### src/rtl/mbx_pkg.sv
package mbx_pkg;

    // register region selected by an address
    typedef enum logic [2:0] {
        SEL_NONE,
        SEL_REV,
        SEL_MSG,
        SEL_FULL,
        SEL_CNT,
        SEL_STAT,
        SEL_ENSET,
        SEL_ENCLR
    } reg_sel_e;

    // byte offsets of the register regions (behaviour depends on them)
    localparam int unsigned OFS_USER_BASE = 'h100;

    // index width helper: at least one bit
    function automatic int unsigned idx_w(input int unsigned n);
        return (n > 1) ? $clog2(n) : 1;
    endfunction

endpackage

### src/rtl/mbx_decode.sv
module mbx_decode
    import mbx_pkg::*;
#(
    parameter int unsigned ADDR_W = 12,
    parameter int unsigned N_FIFO = 4,
    parameter int unsigned N_USER = 3,
    localparam int unsigned FW = idx_w(N_FIFO),
    localparam int unsigned UW = idx_w(N_USER)
) (
    input  logic [ADDR_W-1:0] addr_i,
    output reg_sel_e          sel_o,
    output logic [FW-1:0]     fifo_o,
    output logic [UW-1:0]     user_o
);

    localparam int unsigned WA_W = ADDR_W - 2;
    localparam logic [WA_W-1:0] USER_WBASE = WA_W'(OFS_USER_BASE >> 2);

    logic [WA_W-1:0] waddr;
    logic [WA_W-1:0] uword;

    assign waddr = addr_i[ADDR_W-1:2];
    assign uword = waddr - USER_WBASE;

    always_comb begin
        sel_o  = SEL_NONE;
        fifo_o = FW'(waddr[3:0]);
        user_o = '0;
        if (addr_i[1:0] == 2'b00) begin
            if (waddr < USER_WBASE) begin
                // queue regions: bits [7:6] pick the kind, [5:2] the queue
                unique case (waddr[5:4])
                    2'd0: if (waddr[3:0] == 4'd0) sel_o = SEL_REV;
                    2'd1: if (32'(waddr[3:0]) < N_FIFO) sel_o = SEL_MSG;
                    2'd2: if (32'(waddr[3:0]) < N_FIFO) sel_o = SEL_FULL;
                    2'd3: if (32'(waddr[3:0]) < N_FIFO) sel_o = SEL_CNT;
                endcase
            end else if (32'(uword[WA_W-1:2]) < N_USER) begin
                user_o = UW'(uword[WA_W-1:2]);
                unique case (uword[1:0])
                    2'd0: sel_o = SEL_NONE;
                    2'd1: sel_o = SEL_STAT;
                    2'd2: sel_o = SEL_ENSET;
                    2'd3: sel_o = SEL_ENCLR;
                endcase
            end
        end
    end

endmodule

### src/rtl/mbx_fifo.sv
module mbx_fifo #(
    parameter int unsigned DW    = 32,
    parameter int unsigned DEPTH = 4,
    localparam int unsigned PW = (DEPTH > 1) ? $clog2(DEPTH) : 1,
    localparam int unsigned CW = $clog2(DEPTH + 1)
) (
    input  logic          clk,
    input  logic          rst_n,
    input  logic          push_i,
    input  logic          pop_i,
    input  logic [DW-1:0] wdata_i,
    output logic [DW-1:0] head_o,
    output logic [CW-1:0] cnt_o,
    output logic          full_o,
    output logic          empty_o,
    output logic          push_ok_o,
    output logic          pop_ok_o
);

    typedef struct packed {
        logic [DEPTH-1:0][DW-1:0] mem;
        logic [PW-1:0]            wr;
        logic [PW-1:0]            rd;
        logic [CW-1:0]            cnt;
    } fifo_st_t;

    fifo_st_t st_d, st_q;

    assign full_o    = (st_q.cnt == CW'(DEPTH));
    assign empty_o   = (st_q.cnt == '0);
    assign push_ok_o = push_i && !full_o;
    assign pop_ok_o  = pop_i && !empty_o;
    assign head_o    = empty_o ? '0 : st_q.mem[st_q.rd];
    assign cnt_o     = st_q.cnt;

    always_comb begin
        st_d = st_q;
        if (push_ok_o) begin
            st_d.mem[st_q.wr] = wdata_i;
            st_d.wr = (st_q.wr == PW'(DEPTH - 1)) ? '0 : st_q.wr + 1'b1;
        end
        if (pop_ok_o) begin
            st_d.rd = (st_q.rd == PW'(DEPTH - 1)) ? '0 : st_q.rd + 1'b1;
        end
        st_d.cnt = st_q.cnt + CW'(push_ok_o) - CW'(pop_ok_o);
    end

    always_ff @(posedge clk) begin
        if (!rst_n) st_q <= '0;
        else        st_q <= st_d;
    end

    AST_CNT_BOUND: assert property (@(posedge clk) disable iff (!rst_n)
        st_q.cnt <= CW'(DEPTH));
    AST_FULL_DROP: assert property (@(posedge clk) disable iff (!rst_n)
        (push_i && full_o && !pop_i) |=> (st_q.cnt == CW'(DEPTH)) && $stable(st_q.mem));
    AST_EMPTY_POP: assert property (@(posedge clk) disable iff (!rst_n)
        (pop_i && empty_o && !push_i) |=> (st_q.cnt == '0) && $stable(st_q.rd));

endmodule

### src/rtl/mbx_irq_user.sv
module mbx_irq_user #(
    parameter int unsigned IW = 8
) (
    input  logic          clk,
    input  logic          rst_n,
    input  logic          wr_stat_i,
    input  logic          wr_set_i,
    input  logic          wr_clr_i,
    input  logic [IW-1:0] wdata_i,
    input  logic [IW-1:0] evt_i,
    input  logic [IW-1:0] lvl_i,
    output logic [IW-1:0] stat_o,
    output logic [IW-1:0] en_o,
    output logic          irq_o
);

    typedef struct packed {
        logic [IW-1:0] stat;
        logic [IW-1:0] en;
    } user_st_t;

    user_st_t st_d, st_q;
    logic [IW-1:0] ack;

    always_comb begin
        st_d = st_q;
        ack  = wr_stat_i ? wdata_i : '0;
        // clear wins over a level in the ack cycle, a fresh event wins over clear
        st_d.stat = (st_q.stat & ~ack) | evt_i | (lvl_i & ~ack);
        if (wr_set_i)      st_d.en = st_q.en | wdata_i;
        else if (wr_clr_i) st_d.en = st_q.en & ~wdata_i;
    end

    always_ff @(posedge clk) begin
        if (!rst_n) st_q <= '0;
        else        st_q <= st_d;
    end

    assign stat_o = st_q.stat;
    assign en_o   = st_q.en;
    assign irq_o  = |(st_q.stat & st_q.en);

    AST_ACK_CLEARS: assert property (@(posedge clk) disable iff (!rst_n)
        wr_stat_i |=> ((st_q.stat & $past(wdata_i & ~evt_i)) == '0));
    AST_STAT_STICKY: assert property (@(posedge clk) disable iff (!rst_n)
        !wr_stat_i |=> ((st_q.stat & $past(st_q.stat)) == $past(st_q.stat)));
    AST_EN_SET: assert property (@(posedge clk) disable iff (!rst_n)
        wr_set_i |=> ((st_q.en & $past(wdata_i)) == $past(wdata_i)));
    AST_EN_CLR: assert property (@(posedge clk) disable iff (!rst_n)
        (wr_clr_i && !wr_set_i) |=> ((st_q.en & $past(wdata_i)) == '0));
    AST_IRQ_NEEDS_EN: assert property (@(posedge clk) disable iff (!rst_n)
        irq_o |-> (en_o != '0));

endmodule

### src/rtl/mbx_ctrl.sv
module mbx_ctrl
    import mbx_pkg::*;
#(
    parameter int unsigned DATA_W   = 32,
    parameter int unsigned ADDR_W   = 12,
    parameter int unsigned N_FIFO   = 4,
    parameter int unsigned N_USER   = 3,
    parameter int unsigned DEPTH    = 4,
    parameter logic [31:0] REVISION = 32'h4D42_0100
) (
    input  logic              clk,
    input  logic              rst_n,
    input  logic              bus_wr,
    input  logic              bus_rd,
    input  logic [ADDR_W-1:0] bus_addr,
    input  logic [DATA_W-1:0] bus_wdata,
    output logic [DATA_W-1:0] bus_rdata,
    output logic [N_USER-1:0] irq_o
);

    localparam int unsigned FW = idx_w(N_FIFO);
    localparam int unsigned UW = idx_w(N_USER);
    localparam int unsigned IW = 2 * N_FIFO;
    localparam int unsigned CW = $clog2(DEPTH + 1);

    reg_sel_e        sel;
    logic [FW-1:0]   fidx;
    logic [UW-1:0]   uidx;

    logic [DATA_W-1:0] f_head [N_FIFO];
    logic [CW-1:0]     f_cnt  [N_FIFO];
    logic [N_FIFO-1:0] f_full, f_empty, f_push_ok, f_pop_ok;
    logic [IW-1:0]     evt, lvl;
    logic [IW-1:0]     u_stat [N_USER];
    logic [IW-1:0]     u_en   [N_USER];

    mbx_decode #(
        .ADDR_W (ADDR_W),
        .N_FIFO (N_FIFO),
        .N_USER (N_USER)
    ) u_dec (
        .addr_i (bus_addr),
        .sel_o  (sel),
        .fifo_o (fidx),
        .user_o (uidx)
    );

    for (genvar m = 0; m < N_FIFO; m++) begin : g_fifo
        logic hit;
        assign hit = (sel == SEL_MSG) && (fidx == FW'(m));

        mbx_fifo #(
            .DW    (DATA_W),
            .DEPTH (DEPTH)
        ) u_q (
            .clk       (clk),
            .rst_n     (rst_n),
            .push_i    (bus_wr && hit),
            .pop_i     (bus_rd && hit),
            .wdata_i   (bus_wdata),
            .head_o    (f_head[m]),
            .cnt_o     (f_cnt[m]),
            .full_o    (f_full[m]),
            .empty_o   (f_empty[m]),
            .push_ok_o (f_push_ok[m]),
            .pop_ok_o  (f_pop_ok[m])
        );

        // event layout: even bit new message, odd bit not full
        assign evt[2*m]   = f_push_ok[m];
        assign evt[2*m+1] = f_pop_ok[m] && f_full[m];
        assign lvl[2*m]   = !f_empty[m];
        assign lvl[2*m+1] = 1'b0;

        AST_NEWMSG_SEEN: assert property (@(posedge clk) disable iff (!rst_n)
            f_push_ok[m] |=> u_stat[0][2*m]);
        AST_NOTFULL_SEEN: assert property (@(posedge clk) disable iff (!rst_n)
            (f_pop_ok[m] && f_full[m]) |=> u_stat[N_USER-1][2*m+1]);
    end

    for (genvar u = 0; u < N_USER; u++) begin : g_user
        logic uhit;
        assign uhit = (uidx == UW'(u));

        mbx_irq_user #(
            .IW (IW)
        ) u_irq (
            .clk       (clk),
            .rst_n     (rst_n),
            .wr_stat_i (bus_wr && uhit && (sel == SEL_STAT)),
            .wr_set_i  (bus_wr && uhit && (sel == SEL_ENSET)),
            .wr_clr_i  (bus_wr && uhit && (sel == SEL_ENCLR)),
            .wdata_i   (bus_wdata[IW-1:0]),
            .evt_i     (evt),
            .lvl_i     (lvl),
            .stat_o    (u_stat[u]),
            .en_o      (u_en[u]),
            .irq_o     (irq_o[u])
        );
    end

    if (IW < DATA_W) begin : g_wsink
        logic wdata_hi_unused;
        assign wdata_hi_unused = ^bus_wdata[DATA_W-1:IW];
    end

    always_comb begin
        bus_rdata = '0;
        unique case (sel)
            SEL_REV:   bus_rdata = DATA_W'(REVISION);
            SEL_MSG:   bus_rdata = f_head[fidx];
            SEL_FULL:  bus_rdata = DATA_W'(f_full[fidx]);
            SEL_CNT:   bus_rdata = DATA_W'(f_cnt[fidx]);
            SEL_STAT:  bus_rdata = DATA_W'(u_stat[uidx]);
            SEL_ENSET,
            SEL_ENCLR: bus_rdata = DATA_W'(u_en[uidx]);
            default:   bus_rdata = '0;
        endcase
    end

    AST_IRQ_QUIET_RESET: assert property (@(posedge clk)
        $rose(rst_n) |-> (irq_o == '0));

endmodule

### config.mk
export PLATFORM = sky130hd
export DESIGN_NAME = mbx_ctrl
export DESIGN_NICKNAME = d
export VERILOG_FILES = /design/src/rtl/mbx_pkg.sv /design/src/rtl/mbx_decode.sv /design/src/rtl/mbx_fifo.sv /design/src/rtl/mbx_irq_user.sv /design/src/rtl/mbx_ctrl.sv
export SDC_FILE = /design/constraint.sdc
export NUM_CORES = 1
export LEC_CHECK = 0
export BUFFER_PORTS_ARGS = -buffer_cell sky130_fd_sc_hd__buf_2
export CAP_MARGIN = 20
export CORE_MARGIN = 2
export CORE_UTILIZATION = 30
export DETAILED_ROUTE_END_ITERATION = 8
export SYNTH_ARGS = -nofsm -noshare
export SYNTH_HDL_FRONTEND = slang
export SYNTH_SLANG_ARGS = --single-unit
### constraint.sdc
create_clock -name clk -period 4.5 [get_ports clk]
set_input_delay 0.45 -clock clk [delete_from_list [all_inputs] [get_ports clk]]
set_output_delay 0.45 -clock clk [all_outputs]
set_load 0.05 [all_outputs]
* Yosys cells after proc, flatten, opt, wreduce, memory -nomap -nowiden
Index checks and enable logic that the tools add are counted. W data, S select, Z words.
Storage, ports and cells: register bits after elaboration 588, bits of input ports 48, output and inout port bits 35
Cells by class: add/sub/neg operators 17, $lt $le $gt $ge 18, eq/ne operators 30, multiplexer cells 68, bitwise logic cells 27, reductions and logical operators 65
Operators with widths (number):
- $bwmux W128 | 4
- $mux W32 | 14
- $bmux W32 S2 | 5
- $demux W32 S2 | 4
- $pmux W32 S6 | 1
- $mux W8 | 13
- $and A8 B8 Y8 | 9
- $or A8 B8 Y8 | 9
- $logic_and A1 B1 Y1 | 40
- $bmux W8 S2 | 2
- $not A8 Y8 | 4
- $eq A2 B2 Y1 const B | 15
- $lt A2 B3 Y1 const B | 9
- $mux W2 | 13
- $and A7 B8 Y8 | 3
- $eq A3 B3 Y1 const B | 8
- $pmux W3 S4 | 2
- $reduce_or A8 Y1 | 3
- $mux W3 | 6
- $add A2 B1 Y2 const B | 8
- $add A3 B1 Y3 | 4
- $logic_not A3 Y1 | 4
- $sub A3 B1 Y3 | 4
- $logic_not A2 Y1 | 5
- 17 further kinds | 36

* Depth between registers and ports, before layout
Gate-level depths: netlist (run 1).
depth after elaboration 13, gate-level depth with buffers 16, depth with buffers taken out 13

* By module
Synthesis (run 1) repeated with hierarchy kept, for this count alone.
Second synthesis, totals: cell total of the unflattened synthesis 2734, area total of the unflattened synthesis 29140.4 um^2
By module, submodules not included:
- mbx_fifo | instances 4, cells each 579, area an instance 6251.0 um^2, seq. area each 2702.6 um^2
- mbx_irq_user | instances 3, cells each 65, area an instance 715.7 um^2, seq. area each 320.3 um^2
- mbx_ctrl | instances 1, cells each 197, area an instance 1848.0 um^2, seq. area each 0.0 um^2
- mbx_decode | instances 1, cells each 26, area an instance 141.4 um^2, seq. area each 0.0 um^2

* Worst setup path after synthesis (run 1)
OpenSTA, ideal clock, no wires.
path kind in2reg, start input bus_addr[11], end register g_fifo[2].u_q.st_q, in the netlist g_fifo[2].u_q.cnt_o[2], library setup time 0.115 ns, arrival 3.254 ns, slack 1.131 ns, stages 15, buffers on the path 2, cells stage by stage or3_4 > nor3_4 > nand3_1 > or3_1 > buf_2 > clkbuf_1 > nor4b_1 > ha_1 > inv_1 > ha_1 > inv_1 > fa_1 > xnor2_1 > xnor2_1 > and2_1
On the way: elaborated cells between the ends (all ways) 14, classes of those cells add/sub (3); order compare (2); eq/ne (1); mux (3); reduce/logical (5)
RTL lines:
- start, declared | line mbx_ctrl.sv:15 | input logic [ADDR_W-1:0] bus_addr,
- $sub A10 B7 Y10 | line mbx_decode.sv:23 | assign uword = waddr - USER_WBASE;
- $lt A8 B2 Y1 | line mbx_decode.sv:38 | end else if (32'(uword[WA_W-1:2]) < N_USER) begin
- $mux W3 | line mbx_decode.sv:38
- $mux W3 * | line mbx_decode.sv:30 | if (waddr < USER_WBASE) begin
- $mux W3 * | line mbx_decode.sv:29 | if (addr_i[1:0] == 2'b00) begin
- $eq A3 B2 Y1 * | line mbx_ctrl.sv:50 | assign hit = (sel == SEL_MSG) && (fidx == FW'(m));
- $logic_and A1 B1 Y1 * | line mbx_ctrl.sv:50
- $logic_and A1 B1 Y1 * | line mbx_ctrl.sv:59 | .pop_i (bus_rd && hit),
- $logic_and A1 B1 Y1 * | line mbx_fifo.sv:32 | assign pop_ok_o = pop_i && !empty_o;
- named net g_fifo[2].u_q.pop_ok_o | line mbx_fifo.sv:17 | output logic pop_ok_o
- $sub A3 B1 Y3 * | line mbx_fifo.sv:45 | st_d.cnt = st_q.cnt + CW'(push_ok_o) - CW'(pop_ok_o);
- end signal, assigned | line mbx_fifo.sv:50 | else st_q <= st_d;
- end, declared | line mbx_fifo.sv:27 | fifo_st_t st_d, st_q;
Mark *: on every way through the listed nets, which the timed path passes. The rest lies on a longest branch. A chain may end at the register's enable or synchronous reset.

* Worst setup path in the final report (run 1)
start register g_fifo[2].u_q.st_q, in the netlist g_fifo[2].u_q.cnt_o[1], end output bus_rdata[7]
On the way: word-level cells in the longest chain between the ends 6
RTL lines:
- $logic_not A3 Y1 | line mbx_fifo.sv:30 | assign empty_o = (st_q.cnt == '0);
- $mux W32 | line mbx_fifo.sv:33 | assign head_o = empty_o ? '0 : st_q.mem[st_q.rd];
- $bmux W32 S2 | line mbx_ctrl.sv:111 | SEL_MSG: bus_rdata = f_head[fidx];
- $mux W32 (implied by the code) (2 in series) | line mbx_ctrl.sv:111
- $pmux W32 S6 | line mbx_ctrl.sv:109 | unique case (sel)
- end, declared | line mbx_ctrl.sv:17 | output logic [DATA_W-1:0] bus_rdata,
No other way between the ends. The select of a mux whose other input is x is not followed.

==> metrics.md, run 1 <==
| Metric | Value |
|---|---|
| Worst VDD drop | `0.293 mV` |
| Synth area leaders | `dfxtp_1 44%, mux2i_1 20%, mux4_2 11%` |
| Area grow syn2layout | `12.1%` |
| Post-synth cell types | `63` |
| Ys async rst share | `0` |
| Postcts setup bufs | `0` |
| Logic pwr share | `0.031` |
| Via Count | `19200` |
| CTS H-Tree Depth | `2` |
| Largest net degree at the start of global routing | `92` |
| Hold Buf Count CTS | `0` |
| Die Footprint | `92200 um^2` |
| Io pins | `83` |
| Chip height | `304 um` |
| Sequential share of power | `0.490` |
| DR WL/cell | `20.4 um` |
| Worst path cell trace | `or3_1 > and2_2 > a221oi_1 > a211oi_1 > a221o_1 > buf_2` |
| Worst hold path type | `primary input to flop` |
| Die Wd | `304 um` |
| Fraction of layout cells with a size suffix above 1 | `0.156` |
| Critical Path AT | `3.71 ns` |
| Initial Utilization | `0.304` |
| Number of enable flip-flop cells after synthesis | `0` |
| Clock sink count | `588` |
| Maximum clock rate | `240 MHz` |
| Vias in the first global route | `18800` |
| Worst Hold Slack | `0.152 ns` |
| Synthesized cell area | `26900 um^2` |
| Row count | `109` |
| Critical path class | `flop to output port` |
| Fin crit period | `4.16 ns` |
| Initial DRT Pass Iterations | `5` |
| CP max stage delay | `0.93 ns` |
| Pins Over Slew Limit | `0` |
| Setup TNS | `0 ns` |
| R2r startpoint | `g_fifo[3].u_q.cnt_o[1]$_SDFF_PN0_` |
| Clock Power Share | `0.480` |
| Crit path max fanout | `32` |
| Yosys reg bits | `588` |
| Clk buf depth | `3` |
| Worst Setup End Kind | `output port` |
| Post-synth top area cell | `dfxtp_1` |
| GRT Overall Usage | `0.162` |
| Switch share | `0.226` |
| Req. time, crit path | `4.05 ns` |
| Clock transition at path regs | `0.06 ns` |
| Post-Syn Nets | `2645` |
| Ys flop type | `dfxtp_1` |
| Port buffer count | `82` |
| Setup violators final | `0` |
| CP startpoint | `g_fifo[2].u_q.cnt_o[1]$_SDFF_PN0_` |
| Total wire length | `76100 um` |
| Via density | `5.15` |
| CTS Buf Count | `61` |
| P per Cell Area | `352 nW/um^2` |
| Synth top area share | `0.437` |
| Leakage | `14.0 nW` |
| Initial drt markers | `1511` |
| RePlAce Congestion | `0.867` |
| CTS root buffer | `clkbuf_16` |
| Yosys warns | `0` |
| Post-synthesis sequential area ratio | `0.437` |
| CP startpoint kind | `flop` |
| Status | `finished, final reports clean` |
| Int Pwr | `8.23 mW` |
| Syn Area/Cell | `10.5 um^2` |
| Relative slew slack | `0.197` |
| Unrepaired setup endpoints after global routing | `no` |
| Crit path max-delay cell type | `and2_2` |
| Post-layout nets | `2607` |
| Core ar. | `88600 um^2` |
| First-pass GRT wire length | `118000 um` |
| Max Cap Viol | `0` |
| CTS tree | `done` |
| Initial antenna violation count | `2` |
| Net Sw Power | `2.40 mW` |
| DRC viols | `0` |
| HPWL after DPL | `47200 um` |
| Overflow after GRT | `0` |
| Worst-Skew Late Latency | `0.64 ns` |
| Hold Path Origin | `bus_wdata[5]` |
| Final period utilization | `0.924` |
| Setup Skew | `0.0263 ns` |
| Mapped Cells | `2566` |
| Slew @ Worst Pin | `1.20 ns` |
| Endpoints failing hold | `0` |
| PostCTS Resize Cnt | `0` |
| Post-route ant nets | `0` |
| Utilization after layout | `0.341` |
## path summary, 6_finish.rpt
kind,slack [ns],cells after the start,to
min,0.15,3,flop
max,0.34,6,bus_rdata[7]
max reg2reg,1.87,10,g_fifo[3].u_q.cnt_o[2]$_SDFF_PN0_
min reg2reg,0.46,2,g_fifo[0].u_q.st_q[121]$_SDFFE_PN0P_
## through the flow
step / std cells / setup WS, ns / instance area, um^2 / power [mW]
detailed placement: 3629 / 0.561 / 28200 / 5.64
global route: 3734 / 0.309 / 30200 / 10.9
finish: 3735 / 0.341 / 30200 / 10.6
CTS: 3733 / 0.288 / 30200 / 10.7
floorplan: 2566 / 1.13 / 26900 / 5.52
global placement: 3629 / 0.602 / 28200 / 5.65
## cells in the mapped netlist (all sizes together), types with 2 or more instances
| cell | count |
|---|---|
| a211oi | 19 |
| a21boi | 3 |
| a21oi | 19 |
| a221o | 3 |
| a221oi | 36 |
| a22o | 4 |
| a22oi | 56 |
| a31oi | 8 |
| and2 | 12 |
| and3 | 5 |
| and4b | 2 |
| buf | 88 |
| clkbuf | 146 |
| dfxtp | 588 |
| fa | 4 |
| ha | 27 |
| inv | 20 |
| mux2i | 545 |
| mux4 | 132 |
| nand2 | 651 |
| nand2b | 6 |
| nand3 | 26 |
| nand3b | 2 |
| nand4 | 12 |
| nor2 | 34 |
| nor2b | 13 |
| nor3 | 14 |
| nor4 | 6 |
| nor4b | 2 |
| o211ai | 17 |
| o21a | 3 |
| o21ai | 12 |
| o2bb2ai | 5 |
| o311a | 3 |
| o311ai | 4 |
| o31ai | 14 |
| or3 | 7 |
| or4 | 2 |
| xnor2 | 7 |
| xor2 | 2 |
## state kept, by name, indices dropped and copies added (netlist names), named ones only
name	cells
g_fifo.u_q.st_q	528
g_fifo.u_q.cnt_o	12
g_user.u_irq.stat_o	24
## cell type report
cell class | instances | area [um^2]
sequential | 588 | 11800
multi-input combinational | 1724 | 13900
tap | 1165 | 1460
antenna | 1 | 2.50
clock inverter | 12 | 168
fill | 8931 | 58500
timing repair buffer | 133 | 943
inverter | 20 | 75.1
clock buffer | 92 | 1830
## power by group through the flow
stage / registers [mW] / logic, mW / clock network [mW]
finish: 5.20 / 0.326 / 5.10
global route: 5.20 / 0.350 / 5.39
CTS: 5.20 / 0.325 / 5.18
detailed placement: 5.32 / 0.325 / 0
global placement: 5.32 / 0.326 / 0
floorplan: 5.32 / 0.200 / 0
## placed cells by master, fill, tap and decap left out, drive strengths merged, types with 5 or more instances in the layout
| cell type | n |
|---|---|
| a211oi | 19 |
| a21oi | 19 |
| a221oi | 36 |
| a22oi | 56 |
| a31oi | 8 |
| and2 | 12 |
| and3 | 5 |
| buf | 132 |
| clkbuf | 93 |
| clkinv | 6 |
| dfxtp | 588 |
| ha | 27 |
| inv | 22 |
| mux2i | 545 |
| mux4 | 132 |
| nand2 | 651 |
| nand2b | 6 |
| nand3 | 26 |
| nand4 | 12 |
| nor2 | 34 |
| nor2b | 13 |
| nor3 | 14 |
| nor4 | 6 |
| o211ai | 17 |
| o21ai | 12 |
| o2bb2ai | 5 |
| o31ai | 14 |
| or3 | 7 |
| xnor2 | 7 |
## worst max-delay path, delay by kind of cell, from the launching register on
kind / cells / cell delay (ns)
buffers and inverters: 1 / 0.27
and+or+nand+nor: 2 / 1.20
DFF: 1 / 0.45
AOI/OAI and AO/OA: 3 / 1.14
## per-layer routing
| layer | up-vias | track usage | part of all wire |
|---|---|---|---|
| met1 | 9653 | 0.228 | 0.47 |
| li1 | 9000 | - | - |
| met5 | - | 0 | 0 |
| met3 | 101 | 0.0205 | 0.044 |
| met2 | 464 | 0.265 | 0.47 |
| met4 | 0 | 0.0359 | 0.017 |
## cell families after synthesis
kind of cell,synth area share
buffers and inverters,0.0477
adders and majority gates,0.0155
xor gates and xnor gates,0.00293
muxes,0.313
AOI/OAI and AO/OA,0.0591
and+or+nand+nor,0.125
DFF,0.437
Power figures use the tool's default switching activity.
==> inputs of run 2 (changes only) <==
- CORE_MARGIN: 2 -> 3
==> run 2 against run 1 <==
Global-route usage barely moved; clock-buffer cell count fell by 4; register-to-register slack got worse by 0.06 ns; die area rose by 1.3%; first-iteration DRC count fell by 12%; wire length rose by 1.6%; critical path depth rose by 1; sequential power barely moved; non-clock buffer count rose by 2; power fell by 1.3%; critical path type unchanged; highest routed layer unchanged.
==> metrics.md, run 2 (same netlist as run 1, synthesis figures left out) <==
| Metric | Value |
|---|---|
| Tot Pwr | `10.5 mW` |
| Most frequent cells in the layout | `635 x nand2_1, 580 x dfxtp_1, 545 x mux2i_1, 132 x mux4_2, 80 x buf_2` |
| Vias in the first global route | `19100` |
| Clock sink count | `588` |
| FF-to-FF path depth | `12` |
| Fraction of layout cells with a size suffix above 1 | `0.157` |
| Maximum clock rate | `249 MHz` |
| CP startpoint kind | `flop` |
| Worst Setup End Kind | `output port` |
| Fin crit period | `4.01 ns` |
| Hold Buf Count CTS | `0` |
| Grt peak-use layer | `met2` |
| Largest net degree at the start of global routing | `96` |
| Switch share | `0.227` |
| Biggest register | `g_fifo.u_q.st_q` |
| Met1 usage in global routing | `0.217` |
| Worst Path Buf+Inv | `2` |
| CTS H-Tree Depth | `2` |
| Unrepaired setup endpoints after global routing | `no` |
| Int Pwr | `8.11 mW` |
| Setup TNS | `0 ns` |
| Hold path cells | `3` |
| Grt met2 use | `0.264` |
| Area grow syn2layout | `11.9%` |
| GRT Overall Usage | `0.161` |
| Worst Hold Slack | `0.171 ns` |
| Row count | `109` |
| Ant. Diodes | `0` |
| CTS root buffer | `clkbuf_16` |
| Die Wd | `306 um` |
| HPWL after DPL | `47600 um` |
| Core ar. | `88600 um^2` |
| Post-layout nets | `2606` |
| Worst path cell trace | `or3_1 > and2_2 > buf_4 > a221oi_1 > a211oi_1 > a221o_1 > buf_2` |
| Status | `finished, final reports clean` |
| Initial Utilization | `0.304` |
| DRC viols | `0` |
| Io pins | `83` |
| Commonest non-fill, non-tap cell in the layout | `nand2_1` |
| Worst hold path type | `primary input to flop` |
| Levels on crit path | `7` |
| PostCTS Resize Cnt | `0` |
| Initial drt markers | `1323` |
| Total wire length | `77300 um` |
| Largest register FFs | `528` |
| Port buffer count | `82` |
| Chip height | `306 um` |
| P per Cell Area | `348 nW/um^2` |
| Post-route ant nets | `0` |
| Clock transition at path regs | `0.06 ns` |
| Relative slew slack | `0.334` |
| Critical R2R Capture | `g_fifo[0].u_q.cnt_o[2]$_SDFF_PN0_` |
| Leakage | `14.0 nW` |
| CP top delay family | `compound AO/OA/AOI/OAI gates` |
| Worst-Skew Late Latency | `0.64 ns` |
| Postcts setup bufs | `0` |
| Critical Path AT | `3.56 ns` |
| Net Sw Power | `2.38 mW` |
| Clk buf depth | `3` |
| Via Count | `19300` |
| Sequential share of power | `0.496` |
| Pins Over Slew Limit | `0` |
| GR Util met3 | `0.0285` |
| FF-to-FF setup slack | `1.81 ns` |
| RePlAce Congestion | `0.842` |
| Die Footprint | `93400 um^2` |
| Setup violators final | `0` |
| First-pass GRT wire length | `118000 um` |
| Via density | `5.16` |
| Initial antenna violation count | `1` |
| Initial DRT Pass Iterations | `5` |
| Hold Path Origin | `bus_wdata[7]` |
| Clock Power Share | `0.473` |
| DR WL/cell | `20.7 um` |
| CP startpoint | `g_fifo[2].u_q.cnt_o[1]$_SDFF_PN0_` |
| Setup Skew | `0.0330 ns` |
| Crit path max fanout | `17` |
| CTS tree | `done` |
| Overflow after GRT | `0` |
| Endpoints failing hold | `0` |
| Logic pwr share | `0.031` |
| Req. time, crit path | `4.05 ns` |
| Final period utilization | `0.891` |
| CTS Buf Count | `58` |
| Slew @ Worst Pin | `0.991 ns` |
| R2r startpoint | `g_fifo[0].u_q.cnt_o[1]$_SDFF_PN0_` |
| Critical path class | `flop to output port` |
| Max Cap Viol | `0` |
| Crit path max-delay cell type | `and2_2` |
| Worst VDD drop | `0.283 mV` |
| CP max stage delay | `0.55 ns` |
==> run 2: metal layers <==
| metal | share of wire | vias up | wire length [um] |
|---|---|---|---|
| met5 | 0 | - | 0 |
| met4 | 0.029 | 0 | 2210 |
| met3 | 0.058 | 129 | 4470 |
| met2 | 0.46 | 525 | 35900 |
| met1 | 0.45 | 9613 | 34700 |
| li1 | - | 9012 | - |
==> run 2: worst min-delay path: stages <==
cell and delay (ns):
buf_2 0.16, nand2_1 0.09, o31ai_1 0.06
==> run 2: area by class of cell <==
class	count	area, um^2
repair buffers	135	958
inverters	20	75.1
fillers	8890	58500
multi-input cells	1724	13900
clock inverters	18	196
flip-flops and latches	588	11800
well taps	1165	1460
clock buffers	88	1750
==> run 2: how the worst max path moves through the flow <==
stage | to | slack, ns
finish | bus_rdata[6] | 0.49
floorplan | g_fifo[2].u_q.cnt_o[2]$_SDFF_PN0_ | 1.13
detailed placement | g_fifo[2].u_q.cnt_o[2]$_SDFF_PN0_ | 0.86
CTS | bus_rdata[6] | 0.52
global placement | g_fifo[0].u_q.cnt_o[2]$_SDFF_PN0_ | 0.91
global route | bus_rdata[25] | 0.41
==> run 2: power by group through the flow <==
stage / Sequential, mW / Combinational [mW] / Clock [mW]
after CTS: 5.20 / 0.325 / 5.06
after detailed placement: 5.32 / 0.324 / 0
final: 5.20 / 0.325 / 4.96
after global placement: 5.32 / 0.328 / 0
after global routing: 5.20 / 0.352 / 5.25
after floorplan: 5.32 / 0.200 / 0
==> run 2: metrics by stage <==
stage	instance area, um^2	util	std cells	setup slack, ns
2_1_floorplan	26900	-	2566	1.13
3_3_place_gp	28200	0.318	3632	0.915
3_5_place_dp	28200	0.318	3632	0.859
4_1_cts	30100	0.340	3738	0.523
5_1_grt	30100	0.340	3738	0.412
6_report	30100	0.340	3738	0.489
